`src/rtl/cws_pkg.sv`:
```
package cws_pkg;
    localparam int NFLAG       = 5;
    localparam int FL_CMD_END  = 0;
    localparam int FL_CMD_TMO  = 1;
    localparam int FL_BLK_END  = 2;
    localparam int FL_FIFO_DRY = 3;
    localparam int FL_BUSY_END = 4;

    typedef enum logic [2:0] {
        S_IDLE, S_CMD, S_RSP, S_RDY, S_SEND, S_PDRY, S_BUSY, S_PBLK
    } seq_st_e;

    typedef struct packed {
        logic pop;
        logic flush;
        logic ser_clr;
        logic stop;
    } seq_act_t;

    function automatic logic may_resume(seq_st_e s);
        return (s == S_RDY) || (s == S_PDRY) || (s == S_PBLK);
    endfunction
endpackage

```
`src/rtl/cws_fifo.sv`:
```
module cws_fifo #(
    parameter int W     = 8,
    parameter int DEPTH = 8
) (
    input  logic         clk,
    input  logic         rst,
    input  logic         push,
    input  logic [W-1:0] din,
    input  logic         pop,
    input  logic         flush,
    output logic [W-1:0] dout,
    output logic         empty,
    output logic         full
);
    localparam int AW = (DEPTH > 1) ? $clog2(DEPTH) : 1;
    localparam int CW = $clog2(DEPTH + 1);

    logic [W-1:0]  mem [DEPTH];
    logic [AW-1:0] wp, rp;
    logic [CW-1:0] cnt;
    logic          do_push, do_pop;

    function automatic logic [AW-1:0] nxt(logic [AW-1:0] p);
        return (p == AW'(DEPTH - 1)) ? '0 : p + 1'b1;
    endfunction

    assign empty   = (cnt == '0);
    assign full    = (cnt == CW'(DEPTH));
    assign do_push = push && !full && !flush;
    assign do_pop  = pop && !empty && !flush;
    assign dout    = mem[rp];

    always_ff @(posedge clk) begin
        if (do_push) mem[wp] <= din;
    end

    always_ff @(posedge clk) begin
        if (rst || flush) begin
            wp  <= '0;
            rp  <= '0;
            cnt <= '0;
        end else begin
            if (do_push) wp <= nxt(wp);
            if (do_pop)  rp <= nxt(rp);
            case ({do_push, do_pop})
                2'b10:   cnt <= cnt + 1'b1;
                2'b01:   cnt <= cnt - 1'b1;
                default: cnt <= cnt;
            endcase
        end
    end
endmodule

```
`src/rtl/cws_ser.sv`:
```
module cws_ser #(
    parameter int W = 8
) (
    input  logic         clk,
    input  logic         rst,
    input  logic         clr,
    input  logic         load,
    input  logic [W-1:0] din,
    output logic         dout,
    output logic         oe,
    output logic         ready
);
    localparam int BW = $clog2(W + 1);

    logic [W-1:0]  sh;
    logic [BW-1:0] left;

    always_ff @(posedge clk) begin
        if (rst) begin
            sh   <= '0;
            left <= '0;
        end else if (clr) begin
            left <= '0;
        end else if (load) begin
            sh   <= din;
            left <= BW'(W);
        end else if (left != '0) begin
            sh   <= sh << 1;
            left <= left - 1'b1;
        end
    end

    assign oe    = (left != '0);
    assign dout  = oe & sh[W-1];
    assign ready = (left <= BW'(1));
endmodule

```
`src/rtl/cws_ctrl.sv`:
```
module cws_ctrl
    import cws_pkg::*;
#(
    parameter int LEN_W   = 10,
    parameter int TMO_CYC = 32
) (
    input  logic             clk,
    input  logic             rst,
    input  logic             start_cmd,
    input  logic             data_en_set,
    input  logic             cmd_off_set,
    input  logic [NFLAG-1:0] flag_clr,
    input  logic             multi_blk,
    input  logic [LEN_W-1:0] blk_len,
    input  logic             blk_len_vld,
    input  logic             cmd_done,
    input  logic             rsp_valid,
    input  logic             dat_busy,
    input  logic             fifo_empty,
    input  logic             ser_ready,
    output seq_act_t         act,
    output logic             cmd_req,
    output logic             data_en,
    output logic             stop_req,
    output logic [NFLAG-1:0] flags
);
    localparam int TW = $clog2(TMO_CYC + 1);

    seq_st_e          st, st_n;
    logic [LEN_W-1:0] bcnt, bcnt_n;
    logic [TW-1:0]    tcnt, tcnt_n;
    logic [NFLAG-1:0] fset;
    logic             blk_done;

    assign blk_done = blk_len_vld && (bcnt == blk_len);

    always_comb begin
        st_n   = st;
        bcnt_n = bcnt;
        tcnt_n = tcnt;
        fset   = '0;
        act    = '0;
        if (cmd_off_set && st != S_IDLE) begin
            st_n        = S_IDLE;
            act.stop    = 1'b1;
            act.flush   = 1'b1;
            act.ser_clr = 1'b1;
        end else begin
            case (st)
                S_IDLE: if (start_cmd) begin
                    st_n   = S_CMD;
                    bcnt_n = '0;
                end
                S_CMD: if (cmd_done) begin
                    st_n             = S_RSP;
                    tcnt_n           = '0;
                    fset[FL_CMD_END] = 1'b1;
                end
                S_RSP: begin
                    if (rsp_valid) begin
                        st_n = S_RDY;
                    end else if (tcnt == TW'(TMO_CYC - 1)) begin
                        st_n             = S_IDLE;
                        fset[FL_CMD_TMO] = 1'b1;
                    end else begin
                        tcnt_n = tcnt + 1'b1;
                    end
                end
                S_RDY, S_PDRY, S_PBLK: if (data_en_set) st_n = S_SEND;
                S_SEND: if (ser_ready) begin
                    if (blk_done) begin
                        st_n             = S_BUSY;
                        bcnt_n           = '0;
                        fset[FL_BLK_END] = 1'b1;
                    end else if (fifo_empty) begin
                        st_n              = S_PDRY;
                        fset[FL_FIFO_DRY] = 1'b1;
                    end else begin
                        act.pop = 1'b1;
                        bcnt_n  = bcnt + 1'b1;
                    end
                end
                S_BUSY: if (!dat_busy) begin
                    st_n              = multi_blk ? S_PBLK : S_IDLE;
                    fset[FL_BUSY_END] = 1'b1;
                end
                default: st_n = S_IDLE;
            endcase
        end
    end

    always_ff @(posedge clk) begin
        if (rst) begin
            st       <= S_IDLE;
            bcnt     <= '0;
            tcnt     <= '0;
            flags    <= '0;
            stop_req <= 1'b0;
        end else begin
            st       <= st_n;
            bcnt     <= bcnt_n;
            tcnt     <= tcnt_n;
            flags    <= (flags & ~flag_clr) | fset;
            stop_req <= act.stop;
        end
    end

    assign cmd_req = (st == S_CMD);
    assign data_en = (st == S_SEND);
endmodule

```
`src/rtl/card_wr_seq.sv`:
```
module card_wr_seq
    import cws_pkg::*;
#(
    parameter int DATA_W  = 8,
    parameter int DEPTH   = 8,
    parameter int LEN_W   = 10,
    parameter int TMO_CYC = 32
) (
    input  logic              clk,
    input  logic              rst,
    input  logic              start_cmd,
    input  logic              data_en_set,
    input  logic              cmd_off_set,
    input  logic [NFLAG-1:0]  flag_clr,
    input  logic              multi_blk,
    input  logic [LEN_W-1:0]  blk_len,
    input  logic              blk_len_vld,
    input  logic              fifo_push,
    input  logic [DATA_W-1:0] fifo_din,
    input  logic              cmd_done,
    input  logic              rsp_valid,
    input  logic              dat_busy,
    output logic              cmd_req,
    output logic              stop_req,
    output logic              data_en,
    output logic              dat_out,
    output logic              dat_oe,
    output logic [NFLAG-1:0]  flags
);
    seq_act_t          act;
    logic              f_empty, f_full, s_ready;
    logic [DATA_W-1:0] f_dout;

    cws_fifo #(.W(DATA_W), .DEPTH(DEPTH)) u_fifo (
        .clk(clk), .rst(rst), .push(fifo_push), .din(fifo_din),
        .pop(act.pop), .flush(act.flush), .dout(f_dout),
        .empty(f_empty), .full(f_full)
    );

    cws_ser #(.W(DATA_W)) u_ser (
        .clk(clk), .rst(rst), .clr(act.ser_clr), .load(act.pop),
        .din(f_dout), .dout(dat_out), .oe(dat_oe), .ready(s_ready)
    );

    cws_ctrl #(.LEN_W(LEN_W), .TMO_CYC(TMO_CYC)) u_ctrl (
        .clk(clk), .rst(rst), .start_cmd(start_cmd), .data_en_set(data_en_set),
        .cmd_off_set(cmd_off_set), .flag_clr(flag_clr), .multi_blk(multi_blk),
        .blk_len(blk_len), .blk_len_vld(blk_len_vld), .cmd_done(cmd_done),
        .rsp_valid(rsp_valid), .dat_busy(dat_busy), .fifo_empty(f_empty),
        .ser_ready(s_ready), .act(act), .cmd_req(cmd_req), .data_en(data_en),
        .stop_req(stop_req), .flags(flags)
    );

    logic unused_full;
    assign unused_full = f_full;
endmodule

```
`config.mk`:
```
export PLATFORM = sky130hd
export DESIGN_NAME = card_wr_seq
export DESIGN_NICKNAME = d
export VERILOG_FILES = /design/src/rtl/cws_pkg.sv /design/src/rtl/cws_fifo.sv /design/src/rtl/cws_ser.sv /design/src/rtl/cws_ctrl.sv /design/src/rtl/card_wr_seq.sv
export SDC_FILE = /design/constraint.sdc
export NUM_CORES = 1
export LEC_CHECK = 0
export BUFFER_PORTS_ARGS = -buffer_cell sky130_fd_sc_hd__buf_2
export CAP_MARGIN = 20
export CORE_MARGIN = 5
export CORE_UTILIZATION = 60
export CTS_CLUSTER_DIAMETER = 50
export DETAILED_ROUTE_END_ITERATION = 10
export PLACE_DENSITY = 0.8
export SYNTH_ARGS = -nofsm -noshare
export SYNTH_HDL_FRONTEND = slang
export SYNTH_SLANG_ARGS = --single-unit
```
`constraint.sdc`:
```
create_clock -name clk -period 5.4 [get_ports clk]
set_clock_uncertainty 0.15 [all_clocks]
set_input_delay 0 -clock clk [delete_from_list [all_inputs] [get_ports clk]]
set_output_delay 0 -clock clk [all_outputs]
set_load 0.02 [all_outputs]
```
==> results of run 1 <==
worst min-delay path by stage:
stage / slack, ns / cells past startpoint / endpoint / start
floorplan: -0.05 / 0 / u_fifo.mem[0][0]$_DFFE_PP_ / fifo_din[0]
global placement: 0.11 / 1 / u_fifo.mem[1][6]$_DFFE_PP_ / fifo_din[6]
detailed placement: 0.12 / 1 / u_fifo.mem[1][4]$_DFFE_PP_ / fifo_din[4]
CTS: 0.0003 / 4 / u_fifo.wp[2]$_SDFFE_PP0P_ / fifo_push
global route: 0.04 / 4 / u_fifo.mem[4][5]$_DFFE_PP_ / fifo_push
finish: 0.03 / 4 / u_fifo.wp[2]$_SDFFE_PP0P_ / fifo_push
cells by family (layout without fill, tap and decap cells):
logic type | after synthesis | after routing | share of synthesized area
buf+inv | 39 | 133 | 0.0308
simple gates | 129 | 129 | 0.136
xor+xnor | 20 | 20 | 0.0345
mux | 30 | 30 | 0.0987
compound gates | 72 | 72 | 0.0955
flops | 114 | 114 | 0.575
fa+ha+maj | 12 | 12 | 0.0295
Yosys cell counts, drive strengths merged, types with 4 or more instances:
library cell  instances  area (µm²)
a211oi               15         113
a21oi                24         120
and3                  8        50.1
buf                   8        40.0
clkbuf               15        56.3
dfxtp                50        1000
edfxtp               64        1920
ha                   12         150
inv                  16        60.1
mux2i                13         130
mux4                 16         360
nand2                16        60.1
nand2b                5        31.3
nand3                 8        40.0
nand3b                4        30.0
nand4                13        81.3
nor2                 27         101
nor2b                10        62.6
nor3                 18        95.1
nor4                  8        50.1
o21ai                16        83.8
or3                   4        25.0
xnor2                14         123
xor2                  6        52.6
placed cells by master, fill, tap and decap left out, drive strengths merged, types with 6 or more instances in the layout:
cell / instances
a211oi: 15
and3: 8
xor2: 6
edfxtp: 64
mux2i: 13
inv: 18
nor3: 18
dlygate4sd3: 32
clkbuf: 19
nand2: 16
nor4: 8
nand4: 13
buf: 53
ha: 12
mux4: 16
nor2: 27
o21ai: 16
a21oi: 24
nor2b: 10
dfxtp: 50
nand3: 8
xnor2: 14
routing by layer:
metal  wire [µm]  global-route usage
met1        4530               0.268
met2        5910               0.408
met3         619              0.0635
met4         184              0.0737
met5           0                   0
registers in the layout, indices dropped and copies added, names as in the netlist, 4 cells and up, named ones only:
register      cells
u_ctrl.bcnt      10
u_ctrl.flags      5
u_ctrl.tcnt       6
u_fifo.cnt        4
u_fifo.mem       64
u_ser.left        4
u_ser.sh          8
through the flow:
stage | instances | area (µm²) | setup slack, ns | hold WS, ns | util
floorplan | 416 | 5080 | 2.48 | -0.0511 | -
global placement | 549 | 5400 | 2.26 | 0.109 | 0.657
detailed placement | 549 | 5400 | 2.10 | 0.122 | 0.657
CTS | 613 | 6320 | 2.06 | 0.000344 | 0.770
global route | 615 | 6340 | 1.66 | 0.0372 | 0.771
finish | 615 | 6340 | 1.95 | 0.0250 | 0.771
final cells by class:
class	count	area, µm²	area share
flip-flops and latches	114	2920	0.461
multi-input cells	263	2010	0.317
repair buffers	85	608	0.0960
clock buffers	19	422	0.0665
clock inverters	13	184	0.0290
well taps	105	131	0.0207
inverters	16	60.1	0.00948
repair_timing:
item | in CTS | in global routing
hold endpoints to repair | 93 | 0
hold buffers | 32 | 0
gates resized for setup | 0 | 0
tightest hold or removal path, delay by kind of cell:
kind                   cells  cell delay (ns)
buffers and inverters      1             0.11
muxes                      1             0.13
and+or+nand+nor            2             0.40
power groups by stage:
stage               registers, mW  logic [mW]  clock network, mW
global placement             1.04       0.400                  0
floorplan                    1.03       0.325                  0
CTS                          1.03       0.447               1.16
global route                 1.04       0.515               1.20
detailed placement           1.05       0.414                  0
finish                       1.04       0.464               1.14
==> results.md, run 1 <==
- The run finished with clean final reports.
- The CTS root buffer is clkbuf_8.
- The final-report max-slew violation count came to 0.
- The number of placement rows is 33.
- After detailed routing, the number of vias per cell comes to 5.91.
- CTS saw 114 sinks.
- The part of the Yosys area used for sequential elements is 0.575.
- The power density over the cells is 416 nW/µm².
- The largest incremental delay on the critical path is 0.61 ns.
- The setup violation total in the final timing report is 0.
- Of all nets on the critical path, the largest fanout is 16.
- The detail route stage leaves a number of antenna-violating nets equal to 0.
- The total negative slack for setup checks is 0 ns.
- The number of synthesized register bits is 114.
- The launching element of the worst setup path is u_ctrl.st[1]$_SDFFE_PP0P_.
- The later-pin clock latency in the skew report is 0.51 ns.
- The signal on the critical path passes through nor2_1 -> nand2_1 -> inv_1 -> a2111oi_1 -> nand2_1 -> o211ai_1 -> dlygate4sd3_1 -> o21ai_0 -> dlygate4sd3_1.
- Derived from the worst setup path, the maximum achievable clock frequency is 0.289 GHz.
- The floorplan step defined a core boundary enclosing 8220 µm².
- The critical path runs through a total of 9 cells.
- The initial antenna violation count is 0.
- The post-detailed-placement half-perimeter wirelength is 6430 µm.
- The worst register-to-register path has a depth of 9.
- In this run the tightest slew margin relative to its limit is 0.396.
- The area of the mapped netlist is 5080 µm².
- The DRC violation total after the first TritonRoute iteration is 286.
- The final routed wire length divided by cell count is 18.3 µm.
- The number of top-level design ports is 44.
- The synthesized design contains 64 enable-type register cells.
- The first global-routing pass estimated 18,000 µm of wire.
- The synthesized netlist contains 51 unique library cells.
- The data arrival at the endpoint of the critical path is 3.69 ns.
- The number of antenna diodes in the final layout is 0.
- The final total power is 2.64 mW.
- The TritonCTS clock tree is done.
- The slew at the pin closest to its max-slew limit is 0.902 ns.
- The reported max-cap violation count is 0.
- The Yosys step of the flow raised 0 warnings.
- The number of standard cells after synthesis is 416.
- The post-synthesis net count is 462.
- The critical path data required time is 5.64 ns.
- The internal portion of the total power is 1.91 mW.
- The sequential fraction of design power is 0.393.
- The time the final worst path needs with I/O delays and setup is 3.45 ns.
- The floorplan step set the die width to 102 µm.
- The critical path buffer and inverter count is 3.
- The capture instance of the worst register-to-register path is u_ctrl.st[2]$_SDFFE_PP0P_.
- For this design the static power due to leakage is 2.29 nW.
- The kind of cell with the highest combined delay along the critical path is buffers and inverters.
- The area of the die is 10,400 µm².
- Counting along the longest clock path gives a buffer depth of 2.
- In the routed design, unresolved DRC markers number 0.
- After detailed routing, the total wire length is 11,200 µm.
- The post-layout net count is 543.
- The clock group share of total power is 0.431.
- The worst setup path is of the reg2reg kind.
- Counting the fill cells in the layout gives 495.
- The number of setup buffers added after CTS is 0.
- For this configuration, the core starts out at a cell density of 0.618.
- The type of destination of the critical path is a flip-flop.
- Among all flip-flop cells after synthesis, the most frequent one is edfxtp_1.
- The placer congestion estimate is 0.819.
- The worst hold path belongs to the class in2reg.
- The sort of element at the start of the critical path is a flip-flop.
- The number of failing hold endpoints at the final stage came to 0.
- The register-to-register path setup slack is 1.95 ns.
- Each instance of the synthesized netlist takes up on average 12.2 µm².
- The via count of the first global-routing pass is 3,608.
- The first detailed-routing pass took 8 iterations.
- The height of the die is 102 µm.
- The switching portion of total power is 0.274.
- The register clock-pin slew on the reported worst setup and hold paths is 0.05 ns.
- The largest individual stage delay along the critical path comes from the cell dfxtp_1.
- Summed over all nets, the switching power comes to 0.723 mW.
- For this run, the total global-route usage over all layers was measured as 0.229.
- The startpoint identified for the worst register-to-register timing path is u_ctrl.st[1]$_SDFFE_PP0P_.
- The count of input and output buffers is 43.
- For this run the aggregate overflow at the end of global routing stands at 0.
- Setup repair after global routing left no endpoint under its margin.
- The overall via count from detail_route is 3,632.
- IR analysis of the VDD net gives a maximum drop of 0.269 mV.
- Entering global routing, the biggest net connects 37 pins.
- The H-tree generated during clock tree synthesis spans 4 levels.
- Clock tree synthesis inserted a total of 17 buffers.
- The share of the cycle needed by the critical path after routing is 0.640.
- The share of synthesized registers carrying an async set or reset is 0.
- The portion of total power attributed to combinational logic is 0.176.
- The capture point of the critical path is u_ctrl.st[2]$_SDFFE_PP0P_.
- The area growth from synthesis to layout is 24.7%.
- The fraction of final layout cells sized beyond drive strength 1 is 0.202.
No activity file was read; power rests on OpenSTA's default activity.
==> inputs of run 2 (changes only) <==
--- a/config.mk
+++ b/config.mk
@@ -8,10 +8,10 @@
 export BUFFER_PORTS_ARGS = -buffer_cell sky130_fd_sc_hd__buf_2
 export CAP_MARGIN = 20
 export CORE_MARGIN = 5
-export CORE_UTILIZATION = 60
+export CORE_UTILIZATION = 59
 export CTS_CLUSTER_DIAMETER = 50
 export DETAILED_ROUTE_END_ITERATION = 10
-export PLACE_DENSITY = 0.8
+export PLACE_DENSITY = 0.79
 export SYNTH_ARGS = -nofsm -noshare
 export SYNTH_HDL_FRONTEND = slang
 export SYNTH_SLANG_ARGS = --single-unit
==> constraint.sdc (replaced) <==
create_clock -name clk -period 3.46 [get_ports clk]
set_clock_uncertainty 0.15 [all_clocks]
set_input_delay 0 -clock clk [delete_from_list [all_inputs] [get_ports clk]]
set_output_delay 0 -clock clk [all_outputs]
set_load 0.02 [all_outputs]
==> run 2 against run 1 <==
Effect of this change:
- clock power increased by 45%
- via count barely moved
- die area increased by 1.5%
- sequential cell count did not move
- combinational power is 59% higher
- global-route usage about the same
- sequential share of layout area rose by 0.20 points
- critical endpoint unchanged
- largest cell class unchanged
==> results.md, run 2 (synthesized netlist as in run 1, its figures left out) <==
- The capture instance of the worst register-to-register path is u_ctrl.st[2]$_SDFFE_PP0P_ (unchanged).
- The worst-path cell with the longest stage delay is dfxtp_1 (unchanged).
- The overall track demand over capacity in global routing is 0.229 (about the same).
- The final wirelength is 11,200 µm (about the same).
- The layout overhead on the synthesized area is 24.3% (was 24.7%).
- The horizontal die dimension is 103 µm (was 102 µm).
- The kind of critical path is reg2reg (unchanged).
- The count of fill cells added during filler insertion is 530 (was 495).
- The fmax is 0.310 GHz (was 0.289 GHz).
- The number of top-level design ports is 44 (unchanged).
- The total leakage power is 2.30 nW (was 2.29 nW).
- The maximum level of the CTS H-tree is 4 (unchanged).
- The final-report max-slew violation count is 0 (unchanged).
- The fraction of final layout cells sized beyond drive strength 1 is 0.217 (was 0.202).
- The remaining max-slew budget at the tightest pin is 0.434 (was 0.396).
- The total negative slack for setup checks is 0 ns (unchanged).
- The launching element of the worst setup path is u_ctrl.st[2]$_SDFFE_PP0P_ (was u_ctrl.st[1]$_SDFFE_PP0P_).
- The antenna diode count is 0 (unchanged).
- The residual antenna-violating net count after detailed routing is 0 (unchanged).
- The largest incremental delay on the critical path is 0.64 ns (was 0.61 ns).
- The pin count of the biggest net entering global routing was 36 (was 37).
- The launch point of the worst reg-to-reg path is u_ctrl.st[2]$_SDFFE_PP0P_ (was u_ctrl.st[1]$_SDFFE_PP0P_).
- The post-detailed-placement half-perimeter wirelength is 6710 µm (was 6430 µm).
- The placer congestion estimate was 0.802 (was 0.819).
- The count of non-filler cells in the finished layout is 617 (was 615).
- The reported max-cap violation count is 0 (unchanged).
- The number of cells on the worst hold path is 6 (was 4).
- The clock group share of total power was 0.412 (was 0.431).
- The DRC violation total after the first TritonRoute iteration is 231 (was 286).
- The area of the die came to 10,600 µm² (was 10,400 µm²).
- The peak supply drop was 0.423 mV (was 0.269 mV).
- The total core area is 8300 µm² (was 8220 µm²).
- Result of the run: complete, no violations (unchanged).
- Regs by FF count: u_fifo.mem (64), u_ctrl.bcnt (10), u_ser.sh (8) (unchanged).
- Crit path cell chain: o21ai_0 -> o311a_1 -> a2111oi_1 -> nand2_1 -> o211ai_1 -> dlygate4sd3_1 -> o21ai_0 -> dlygate4sd3_1 (was nor2_1 -> nand2_1 -> inv_1 -> a2111oi_1 -> nand2_1 -> o211ai_1 -> dlygate4sd3_1 -> o21ai_0 -> dlygate4sd3_1).
- The total instance count after detailed placement is 553 (was 549).
- The count of input and output buffers is 43 (unchanged).
- The register-to-register path setup slack is 0.24 ns (was 1.95 ns).
- The area of the multi-input gates is 2010 µm² (unchanged).
- The final total power came to 4.01 mW (was 2.64 mW).
- The setup violation total in the final timing report is 0 (unchanged).
- The terminating pin of the worst hold path is u_ctrl.st[1]$_SDFFE_PP0P_ (was u_fifo.wp[2]$_SDFFE_PP0P_).
- The height of the die is 103 µm (was 102 µm).
- The via count of the first global-routing pass is 3,741 (was 3,608).
- Unrepaired setup endpoints after global routing: no (unchanged).
- The number of setup buffers added after CTS was 0 (unchanged).
- The later-pin clock latency in the skew report came to 0.52 ns (was 0.51 ns).
- The cell-internal power is 2.80 mW (was 1.91 mW).
- The TritonCTS clock tree is done (unchanged).
- The slew at the pin closest to its max-slew limit is 0.845 ns (was 0.902 ns).
- The detailed-route DRC error count is 0 (unchanged).
- The kind of path behind the tightest hold check is in2reg (unchanged).
- The number of failing hold endpoints at the final stage was 0 (unchanged).
- The sort of element at the start of the critical path is a flip-flop (unchanged).
- The total overflow reported by the global router was 0 (unchanged).
- The share of the cycle needed by the critical path after routing is 0.931 (was 0.640).
- The worst-case clock buffer depth is 2 (unchanged).
- The number of placement rows was 33 (unchanged).
- Highest-count cells in the layout ignoring fill and taps: edfxtp_1 (64), dfxtp_1 (48), buf_2 (43) (was edfxtp_1 (64), dfxtp_1 (50), buf_2 (44)).
- The overall via count from detail_route is 3,634 (was 3,632).
- The type of destination of the critical path is a flip-flop (unchanged).
- The startpoint of the most critical hold path is dat_busy (was fifo_push).
- The CTS root buffer is clkbuf_8 (unchanged).
- The data arrival at the endpoint of the critical path is 3.48 ns (was 3.69 ns).
- The maximum fanout encountered on the critical timing path is 15 (was 16).
- The critical path data required time is 3.71 ns (was 5.64 ns).
- The number of flip-flops in the largest register is 64 (unchanged).
- The count of cells along the worst register-to-register path came to 8 (was 9).
- The storage element area was 2930 µm² (was 2920 µm²).
- The initial antenna violation count is 0 (unchanged).
- The ratio of routed vias to standard cells is 5.89 (was 5.91).
- The number of clock sinks came to 114 (unchanged).
- The register bank with the most flops is u_fifo.mem (unchanged).
- The post-layout net count is 545 (was 543).
- The net load switching power is 1.21 mW (was 0.723 mW).
- The commonest non-fill, non-tap cell in the layout is edfxtp_1 (unchanged).
- The power density over the cells is 635 nW/µm² (was 416 nW/µm²).
- The time the final worst path needs with I/O delays and setup was 3.22 ns (was 3.45 ns).
- The total iterations of the first detailed-routing run is 5 (was 8).
- The switching portion of total power is 0.303 (was 0.274).
- The starting utilization of the core area is 0.612 (was 0.618).
- The final routed wire length divided by cell count is 18.2 µm (was 18.3 µm).
- The portion of total power attributed to combinational logic is 0.184 (was 0.176).
- The number of CTS-inserted buffers came to 17 (unchanged).
- The sequential fraction of design power came to 0.404 (was 0.393).
- The first-pass GRT wire length is 17,900 µm (was 18,000 µm).
- The register clock-pin slew on the reported worst setup and hold paths came to 0.06 ns (was 0.05 ns).
[run 2: changes by cell type in the layout (fill, tap and decap cells not counted), sizes merged]
cell	before	now
clkbuf	19	17
clkinvlp	4	3
buf	53	55
clkinv	3	4
bufinv	4	1
inv	18	23
[run 2: how the worst max path moves through the flow]
| stage | end | cells past startpoint |
|---|---|---|
| after floorplan | u_fifo.cnt[2]$_SDFFE_PP0P_ | 12 |
| after global placement | u_fifo.cnt[2]$_SDFFE_PP0P_ | 10 |
| after detailed placement | u_fifo.cnt[2]$_SDFFE_PP0P_ | 11 |
| after CTS | u_ctrl.st[2]$_SDFFE_PP0P_ | 9 |
| after global routing | u_ctrl.bcnt[9]$_SDFFE_PP0P_ | 9 |
| final | u_ctrl.st[2]$_SDFFE_PP0P_ | 8 |
[run 2: metrics by stage]
| stage | util | worst slack, ns | hold WS (ns) | instance area, µm² |
|---|---|---|---|---|
| floorplan | - | 0.542 | -0.0511 | 5080 |
| global placement | 0.654 | 0.622 | 0.111 | 5430 |
| detailed placement | 0.654 | 0.456 | 0.118 | 5430 |
| CTS | 0.761 | 0.106 | 0.00998 | 6310 |
| global route | 0.761 | 0.0778 | 0.106 | 6310 |
| finish | 0.761 | 0.237 | 0.0248 | 6310 |
[run 2: area by class of cell]
class | instances | area share
Clock buffer | 17 | 0.0656
Clock inverter | 15 | 0.0238
Inverter | 16 | 0.00951
Multi-Input combinational cell | 263 | 0.318
Sequential cell | 114 | 0.463
Tap cell | 105 | 0.0208
Timing Repair Buffer | 87 | 0.0991
[run 2: routing by layer]
layer,vias to the layer above,global-route usage,share of wire
li1,1736,-,-
met1,1744,0.251,0.38
met2,139,0.428,0.54
met3,15,0.0541,0.068
met4,0,0.0827,0.012
met5,-,0,0
[run 2: worst max-delay path: cells and delay by family, from the launching register on]
kind,cells,cell delay [ns]
AND/OR/NAND/NOR,1,0.13
buffers and inverters,2,1.11
AO/OA/AOI/OAI,5,1.06
flip-flops,1,0.64
[run 2: what timing repair did]
| item | CTS | global route |
|---|---|---|
| hold buffers | 32 | 0 |
| endpoints found under the hold margin | 101 | 0 |
| gates resized for setup | 0 | 2 |
| endpoints found under the setup margin | 0 | 1 |
[run 2: power by group through the flow]
stage	clock, mW	sequential (mW)	combinational, mW
finish	1.65	1.62	0.738
global route	1.74	1.63	0.811
CTS	1.67	1.62	0.731
detailed placement	0	1.64	0.684
global placement	0	1.63	0.653
floorplan	0	1.61	0.507
